<file path="src/rtl/bwt_pkg.sv">
package bwt_pkg;

  localparam int unsigned DLY_W = 2;

  // Delay code 3 is folded onto the longest legal delay.
  function automatic logic [DLY_W-1:0] clamp_delay(input logic [DLY_W-1:0] code);
    return (code == 2'd3) ? 2'd2 : code;
  endfunction

endpackage

</file>
<file path="src/rtl/bwt_lane_buffer.sv">
module bwt_lane_buffer #(
  parameter int unsigned W = 32
) (
  input  logic         clk,
  input  logic         rst,
  input  logic         wr,
  input  logic [W-1:0] wdata,
  input  logic         take,
  output logic [W-1:0] data_o,
  output logic         full_o
);

  logic [W-1:0] word_q;
  logic         full_q;

  // Storage has no reset so it can map onto plain registers or RAM.
  always_ff @(posedge clk) begin
    if (wr) word_q <= wdata;
  end

  // A write wins over a take at the same edge: the taken word is the old one.
  always_ff @(posedge clk) begin
    if (rst)       full_q <= 1'b0;
    else if (wr)   full_q <= 1'b1;
    else if (take) full_q <= 1'b0;
  end

  assign data_o = word_q;
  assign full_o = full_q;

endmodule

</file>
<file path="src/rtl/bwt_sequencer.sv">
module bwt_sequencer
  import bwt_pkg::*;
#(
  parameter int unsigned SLOT_W = 32,
  parameter int unsigned LANES  = 2
) (
  input  logic             clk,
  input  logic             rst,
  input  logic [LANES-1:0] lane_en,
  input  logic [LANES-1:0] full,
  input  logic [DLY_W-1:0] dly_code,
  output logic             launch_o,
  output logic             shift_o,
  output logic             data_next_o,
  output logic [LANES-1:0] en_next_o,
  output logic             frame_o,
  output logic             busy_o
);

  localparam int unsigned CW = $clog2(SLOT_W + 3);

  logic             busy_q, busy_n;
  logic [CW-1:0]    pos_q, pos_n;
  logic [DLY_W-1:0] dly_q, dly_n;
  logic [LANES-1:0] en_q, en_n;
  logic             frame_q;
  logic [CW-1:0]    end_pos;
  logic             last, lanes_ok, launch;

  assign end_pos  = CW'(SLOT_W - 1) + CW'(dly_q);
  assign last     = busy_q && (pos_q == end_pos);
  assign lanes_ok = (&(full | ~lane_en)) && (|lane_en);
  assign launch   = (!busy_q || last) && lanes_ok;

  always_comb begin
    busy_n = busy_q;
    pos_n  = pos_q;
    dly_n  = dly_q;
    en_n   = en_q;
    if (launch) begin
      busy_n = 1'b1;
      pos_n  = '0;
      dly_n  = clamp_delay(dly_code);
      en_n   = lane_en;
    end else if (last) begin
      busy_n = 1'b0;
      pos_n  = '0;
    end else if (busy_q) begin
      pos_n  = pos_q + CW'(1);
    end
  end

  always_ff @(posedge clk) begin
    if (rst) begin
      busy_q  <= 1'b0;
      pos_q   <= '0;
      dly_q   <= '0;
      en_q    <= '0;
      frame_q <= 1'b0;
    end else begin
      busy_q  <= busy_n;
      pos_q   <= pos_n;
      dly_q   <= dly_n;
      en_q    <= en_n;
      frame_q <= launch;
    end
  end

  assign launch_o    = launch;
  assign shift_o     = busy_q && (pos_q >= CW'(dly_q));
  assign data_next_o = busy_n && (pos_n >= CW'(dly_n));
  assign en_next_o   = en_n;
  assign frame_o     = frame_q;
  assign busy_o      = busy_q;

endmodule

</file>
<file path="src/rtl/bwt_lane_shifter.sv">
module bwt_lane_shifter #(
  parameter int unsigned W = 32
) (
  input  logic         clk,
  input  logic         rst,
  input  logic         load,
  input  logic [W-1:0] load_word,
  input  logic         shift,
  input  logic         out_en,
  output logic         ser_o
);

  logic [W-1:0] sr_q, sr_n;
  logic         ser_q;

  always_comb begin
    if (load)       sr_n = load_word;
    else if (shift) sr_n = {sr_q[W-2:0], 1'b0};
    else            sr_n = sr_q;
  end

  always_ff @(posedge clk) begin
    sr_q <= sr_n;
  end

  // Registered serial bit: next cycle's bit is chosen from the next shifter state.
  always_ff @(posedge clk) begin
    if (rst) ser_q <= 1'b0;
    else     ser_q <= out_en ? sr_n[W-1] : 1'b0;
  end

  assign ser_o = ser_q;

endmodule

</file>
<file path="src/rtl/burst_word_tx.sv">
module burst_word_tx
  import bwt_pkg::*;
#(
  parameter int unsigned LANES  = 2,
  parameter int unsigned SLOT_W = 32
) (
  input  logic                    clk,
  input  logic                    rst,
  input  logic [LANES-1:0]        lane_en,
  input  logic [DLY_W-1:0]        dly_sel,
  input  logic [LANES-1:0]        wr_strobe,
  input  logic [LANES*SLOT_W-1:0] wr_data,
  output logic                    frame_o,
  output logic [LANES-1:0]        ser_o,
  output logic [LANES-1:0]        empty_o
);

  logic             launch, shift_now, data_next, seq_busy;
  logic [LANES-1:0] full, en_next;

  bwt_sequencer #(.SLOT_W(SLOT_W), .LANES(LANES)) u_seq (
    .clk        (clk),
    .rst        (rst),
    .lane_en    (lane_en),
    .full       (full),
    .dly_code   (dly_sel),
    .launch_o   (launch),
    .shift_o    (shift_now),
    .data_next_o(data_next),
    .en_next_o  (en_next),
    .frame_o    (frame_o),
    .busy_o     (seq_busy)
  );

  for (genvar i = 0; i < LANES; i++) begin : g_lane
    logic [SLOT_W-1:0] word;
    logic              take;

    assign take = launch && lane_en[i];

    bwt_lane_buffer #(.W(SLOT_W)) u_buf (
      .clk   (clk),
      .rst   (rst),
      .wr    (wr_strobe[i]),
      .wdata (wr_data[i*SLOT_W +: SLOT_W]),
      .take  (take),
      .data_o(word),
      .full_o(full[i])
    );

    bwt_lane_shifter #(.W(SLOT_W)) u_shf (
      .clk      (clk),
      .rst      (rst),
      .load     (take),
      .load_word(word),
      .shift    (shift_now),
      .out_en   (data_next && en_next[i]),
      .ser_o    (ser_o[i])
    );
  end

  assign empty_o = ~full;

endmodule

</file>
<file path="config.mk">
export PLATFORM = sky130hd
export DESIGN_NAME = burst_word_tx
export DESIGN_NICKNAME = d
export VERILOG_FILES = /design/src/rtl/bwt_pkg.sv /design/src/rtl/bwt_lane_buffer.sv /design/src/rtl/bwt_sequencer.sv /design/src/rtl/bwt_lane_shifter.sv /design/src/rtl/burst_word_tx.sv
export SDC_FILE = /design/constraint.sdc
export NUM_CORES = 1
export LEC_CHECK = 0
export BUFFER_PORTS_ARGS = -buffer_cell sky130_fd_sc_hd__buf_2
export CORE_MARGIN = 3
export CORE_UTILIZATION = 30
export CTS_CLUSTER_DIAMETER = 40
export DETAILED_ROUTE_END_ITERATION = 8
export SLEW_MARGIN = 20
export SYNTH_ARGS = -nofsm -noshare
export SYNTH_HDL_FRONTEND = slang
export SYNTH_SLANG_ARGS = --single-unit
</file>
<file path="constraint.sdc">
create_clock -name clk -period 5.2 [get_ports clk]
set_clock_uncertainty 0.2 [all_clocks]
set_input_delay 0.26 -clock clk [delete_from_list [all_inputs] [get_ports clk]]
set_output_delay 0.26 -clock clk [all_outputs]
set_load 0.005 [all_outputs]
</file>
* Yosys cells after proc, flatten, opt, wreduce, memory -nomap -nowiden
Index checks and enable logic that the tools add are counted.
** Word-level totals
- Flip-flop bits (word level) :: 144
- Bits in latches :: 0
- Bits in writable memories :: 0
- Memory bits (read-only) :: 0
- Bits of input ports :: 72
- Memories :: 0
** Operators by class
- Add/subtract/negate cells :: 2
- $mul :: 0
- Divide/modulo/power cells :: 0
- $lt $le $gt $ge :: 2
- Equality and inequality tests :: 2
- Shift operators :: 0
- Muxes and demuxes :: 16
- Bitwise operators :: 5
- Reduce and logical (&&, ||, !) cells :: 19
** Operators by type and width (count)
- $mux W32 :: 4
- $mux W6 :: 3
- $ge A6 B2 Y1 :: 2
- $logic_and A1 B1 Y1 :: 9
- $reduce_bool A2 Y1 :: 4
- $add A5 B2 Y6 const A :: 1
- $add A6 B1 Y6 const B :: 1
- $eq A6 B6 Y1 :: 1
- $mux W1 :: 6
- $mux W2 :: 3
- $reduce_or A2 Y1 :: 3
- $not A2 Y2 :: 2
- $eq A2 B2 Y1 const B :: 1
- $not A1 Y1 :: 2
- $or A2 B2 Y2 :: 1
- $reduce_and A2 Y1 :: 1
- $logic_not A1 Y1 :: 1
- $logic_or A1 B1 Y1 :: 1

* Logic depth before layout (Yosys ltp)
- Word-level depth :: 11
- Depth in mapped cells :: 12
- Mapped depth without buffers :: 12

* By module
Synthesis repeated with hierarchy kept, for this count alone.
** Unflattened totals
- Cell total of the unflattened synthesis :: 328
- Area, all modules :: 5557.8 um^2
** Modules (own cells, without submodules)
- bwt_lane_shifter :: instances 2, cells an instance 81, area an instance 1357.6 um^2, seq. area each 970.9 um^2
- bwt_lane_buffer :: instances 2, cells an instance 36, area an instance 999.7 um^2, seq. area each 980.9 um^2
- bwt_sequencer :: instances 1, cells an instance 88, area an instance 810.8 um^2, seq. area each 240.2 um^2
- burst_word_tx :: instances 1, cells an instance 6, area an instance 32.5 um^2, seq. area each 0.0 um^2

* Worst setup path after synthesis
Ideal clock, no wire load.
- Path type :: register to register
- Start point :: register u_seq.pos_q[0]
- End point :: register g_lane[0].u_shf.sr_q[0] (enable)
- Library setup time :: 0.462 ns
- Data arrival time :: 3.239 ns
- Path slack :: 1.298 ns
- Cell stages (with the launch flop) :: 6
- Buffers on the path :: 0
- Cell sequence :: dfxtp_1 > inv_1 > ha_1 > nand2b_1 > a2111oi_4 > o21ai_0
** Between the ends
- Cells in the longest elaborated chain, start to end :: 6
- Elaborated cells between the ends (all ways) :: 8
- Those cells by class :: order compare: 1; eq/ne: 1; reduce/logical: 6
** RTL lines
- start: declaration :: RTL line bwt_sequencer.sv:23 : logic [CW-1:0] pos_q, pos_n;
- start signal: assignment :: RTL line bwt_sequencer.sv:62 : pos_q <= pos_n;
- parallel branches: the longest is 5 deep, another holds $ge A6 B2 Y1
- $reduce_bool A2 Y1 (no source line) *
- end signal: assignment :: RTL line bwt_lane_shifter.sv:23 : sr_q <= sr_n;
- end: declaration :: RTL line bwt_lane_shifter.sv:13 : logic [W-1:0] sr_q, sr_n;
Mark *: on every way between the ends.
A chain may end at the register's enable or synchronous reset.

* Final worst setup path
- Start point :: register u_seq.dly_q[0]
- End point :: register g_lane[1].u_shf.sr_q[4] (enable)
** Between the ends
- Cells in the longest elaborated chain, start to end :: 7
- Elaborated cells between the ends (all ways) :: 9
- Those cells by class :: add/sub: 1; order compare: 1; eq/ne: 1; reduce/logical: 6
** RTL lines
- start: declaration :: RTL line bwt_sequencer.sv:24 : logic [DLY_W-1:0] dly_q, dly_n;
- start signal: assignment :: RTL line bwt_sequencer.sv:63 : dly_q <= dly_n;
- $add A5 B2 Y6 :: RTL line bwt_sequencer.sv:30 : assign end_pos = CW'(SLOT_W - 1) + CW'(dly_q);
- $eq A6 B6 Y1 :: RTL line bwt_sequencer.sv:31 : assign last = busy_q && (pos_q == end_pos);
- $logic_and A1 B1 Y1 :: RTL line bwt_sequencer.sv:31
- $logic_or A1 B1 Y1 :: RTL line bwt_sequencer.sv:33 : assign launch = (!busy_q || last) && lanes_ok;
- $logic_and A1 B1 Y1 :: RTL line bwt_sequencer.sv:33
- $logic_and A1 B1 Y1 :: RTL line burst_word_tx.sv:39 : assign take = launch && lane_en[i];
- $reduce_bool A2 Y1 (no source line) *
- end signal: assignment :: RTL line bwt_lane_shifter.sv:23
- end: declaration :: RTL line bwt_lane_shifter.sv:13
Every way passes the cells marked *; elsewhere a longest branch is shown, timed or not.

==> run summary <==
STA
--------------------------------------------------------------------------------------
Final count of hold timing violations                                                0
Max Fclk                                                                     286.7 MHz
Final critical-path share of the clock period                                   0.6708
Slew at the pin with the worst max-slew slack                                0.9702 ns
Post-route minimum period                                                     3.488 ns
Final Slew Violations                                                                0
Final WS setup                                                                1.712 ns
Accumulated negative setup slack                                                  0 ns
Unrepaired setup endpoints after global routing                                  false
Tightest slew margin relative to the limit                                      0.3508
Number of endpoints failing setup at the final stage                                 0

CRITICAL PATH
--------------------------------------------------------------------------------------
Cell family with the largest share of critical-path delay                 compound AO/OA/AOI/OAI gates
Worst path slowest cell                                                        nand4_2
Worst Path Max Fanout                                                               34
Length in cells of the worst reg-to-reg path                                         6
Max stage delay on crit path                                                   0.81 ns
Worst EP required                                                              5.04 ns
Buffers & Inverters on Critical Path                                                 1
Arrival time worst endpoint                                                    3.33 ns
Element type at the critical path start                                      flip-flop
Slack of the worst reg-to-reg path                                             1.71 ns
FF-to-FF End                                                              g_lane[1].u_shf.sr_q[4]
Worst Setup End Kind                                                         flip-flop
Chain of cells forming the critical path                                  inv_1 > ha_1 > xnor2_1 > o31ai_2 > nand4_2 > o21ai_4
R2R Path Start                                                            u_seq.dly_q[0]
WS Path Type                                                                   reg2reg

PWR
--------------------------------------------------------------------------------------
Total Power Consumption                                                       3.078 mW
Leakage power of the design                                                   3.058 nW
Worst-case vdd ir drop                                                       0.2354 mV
Cell area power density                                                   405.1 nW/µm²

DIE
--------------------------------------------------------------------------------------
Die extent in y                                                               144.2 µm
Row cnt                                                                             49
I/O pin total                                                                       77
Starting utilization of the core area                                           0.3123
Area of the die                                                              20780 µm²
Horizontal die dimension                                                      144.2 µm
Total core area                                                              18330 µm²

MIN PATH
--------------------------------------------------------------------------------------
Critical hold path startpoint                                               lane_en[1]
Hold Path Depth                                                                      3
Min-delay worst type                                                            in2reg
Endpoint of the worst hold-timing path                                    u_seq.busy_o

SYNTHESIS
--------------------------------------------------------------------------------------
Post-Synthesis Net Count                                                           527
Top FF cell, synth                                                            edfxtp_1
Async SR Flop Fraction                                                               0
Top cell type's share of synthesized area                                       0.6608
Sequential element share of the synthesized area                                0.7238
Post-synth design cell area                                                   5725 µm²
Most used standard cells in the synthesized netlist                       nand2_1 (127), edfxtp_1 (126), nand3_1 (61)
Yosys reg bits                                                                     144
Post-synth EDFFs                                                                   126
Syn. warnings                                                                        0
Mean post-synth cell area                                                    12.75 µm²
Mapped Cells                                                                       449
Library cells used by synthesis                                                     43
Most frequent cell after synthesis                                             nand2_1
Library cell occupying the most area in the post-synthesis netlist            edfxtp_1
Area contributors post-synth                                              edfxtp_1 (66%), nand2_1 (8.3%), dfxtp_1 (6.3%), nand3_1 (5.3%), ha_1 (1.3%)

GRT
--------------------------------------------------------------------------------------
Largest net degree at the start of global routing                                   35
Wire length of the first global-routing pass                                  18.45 mm
GRT Overall Usage                                                               0.1148
Number of antenna violations at the first check in global routing                    0
Vias in the first global route                                                    3795
GRT overflow                                                                         0

PLACEMENT
--------------------------------------------------------------------------------------
Half-perimeter wire length after placement                                    7.047 mm
Count of buffers from port buffering                                                76
Post-placement worst setup slack                                              1.708 ns
Weighted congestion reported at the end of routability-driven placement         0.8822
Dpl cell area                                                                 6297 µm²

CLOCKING
--------------------------------------------------------------------------------------
Total number of clock tree sinks                                                   144
Buffers inserted during post-CTS setup optimization                                  0
CTS Hold Buffers Added                                                              67
Clock latency at the later pin of the worst-skew pair                          0.42 ns
Cts bufs inserted                                                                   17
Clock Path Buffers                                                                   2
Clock tree from TritonCTS                                                         done
Clock-pin slew on the worst setup and hold paths                               0.06 ns
Clock root buffer master                                                     clkbuf_16
Htree depth                                                                          4
Number of gates given a new drive strength after cts                                 0

ROUTE
--------------------------------------------------------------------------------------
Via count                                                                         3776
Number of DRC markers in iteration 0                                               284
Final WL                                                                      11.20 mm
Vias per inst                                                                    4.544
Antenna-violating nets left                                                          0
Detailed-router iteration count before antenna repair                                4
Average routed wire per standard cell                                         13.47 µm
Drt drc                                                                              0

CELLS AND AREA
--------------------------------------------------------------------------------------
ANT cells                                                                            0
Area Growth Syn to Fin                                                          32.67%
Net count reported at finish                                                       667
Final std cell area, no fill                                                  7596 µm²
Fraction of final layout cells with drive strength greater than 1               0.1960

FLOW RUN
--------------------------------------------------------------------------------------
Count of maximum capacitance violations                                              0

STATUS
--------------------------------------------------------------------------------------
Run status                                                                complete, no violations

worst register-to-register path, cell delays in order, from the launching register on:
cell	delay (ns)
dfxtp_1	0.34
inv_1	0.06
ha_1	0.30
xnor2_1	0.16
o31ai_2	0.49
nand4_2	0.81
o21ai_4	0.73
per-layer routing:
metal  track usage  vias to the layer above  share of wire
met5             0                        -              0
met4       0.06284                        0          0.027
met3       0.03406                       24          0.037
met2        0.1752                       74           0.48
met1        0.1472                     1796           0.46
li1              -                     1882              -
worst max-delay path by stage:
stage                         from                       end  cells after the start
floorplan           u_seq.pos_q[0]   g_lane[0].u_shf.sr_q[0]                      5
global placement    u_seq.dly_q[0]  g_lane[1].u_shf.sr_q[15]                      6
detailed placement  u_seq.dly_q[0]  g_lane[1].u_shf.sr_q[13]                      6
CTS                 u_seq.pos_q[0]   g_lane[1].u_shf.sr_q[9]                      5
global route        u_seq.pos_q[0]   g_lane[1].u_shf.sr_q[4]                      5
finish              u_seq.dly_q[0]   g_lane[1].u_shf.sr_q[4]                      6
logic make-up (layout without fill, tap and decap cells):
group | count (synthesis) | after routing | synth area share
buffers and inverters | 32 | 185 | 0.02928
adder cells (fa/ha/maj) | 6 | 6 | 0.01311
AO/OA/AOI/OAI | 33 | 33 | 0.04742
flip-flops | 144 | 144 | 0.7238
multiplexers | 2 | 2 | 0.003497
AND/OR/NAND/NOR | 227 | 227 | 0.1753
XOR/XNOR | 5 | 5 | 0.007648
registers in the layout (all words and copies together) (netlist names):
signal               flops
g_lane.u_shf.ser_o       2
g_lane.u_buf.full_o      2
g_lane.u_buf.data_o     64
u_seq.dly_q              2
u_seq.busy_o             1
u_seq.pos_q              6
u_seq.en_q               2
g_lane.u_shf.sr_q       64
u_seq.frame_o            1
layout make-up:
class | instances | area, µm²
Fill cell | 1656 | 10740
Multi-Input combinational cell | 273 | 1439
Inverter | 7 | 26.28
Tap cell | 229 | 286.5
Clock inverter | 12 | 190.2
Clock buffer | 20 | 436.7
Timing Repair Buffer | 146 | 1074
Sequential cell | 144 | 4144
report_power, final:
group	switching, mW	leakage [nW]	total (mW)	internal [mW]
logic	0.183	1.38	0.314	0.131
registers	0.0445	1.39	1.48	1.43
clock network	0.442	0.295	1.29	0.845
cells in the final DEF (no fill, tap or decap), types with 3 or more instances in the layout:
cell type,count
nand2_1,127
edfxtp_1,126
buf_2,76
dlygate4sd3_1,67
nand3_1,61
dfxtp_1,18
clkbuf_16,17
nor2_1,16
inv_1,7
a21oi_1,6
ha_1,6
nand2b_1,5
bufinv_16,5
and2_1,4
o21ai_0,4
xor2_1,4
nand4_1,3
clkinvlp_4,3
clkbuf_1,3
buf_4,3
through the flow:
| step | instances | hold slack, ns | utilization |
|---|---|---|---|
| floorplan | 449 | 0.1589 | - |
| global placement | 732 | 0.2374 | 0.3435 |
| detailed placement | 732 | 0.2382 | 0.3435 |
| CTS | 831 | 0.03131 | 0.4143 |
| global route | 831 | 0.06318 | 0.4144 |
| finish | 831 | 0.06590 | 0.4144 |
(Power assumes the default switching activity.)
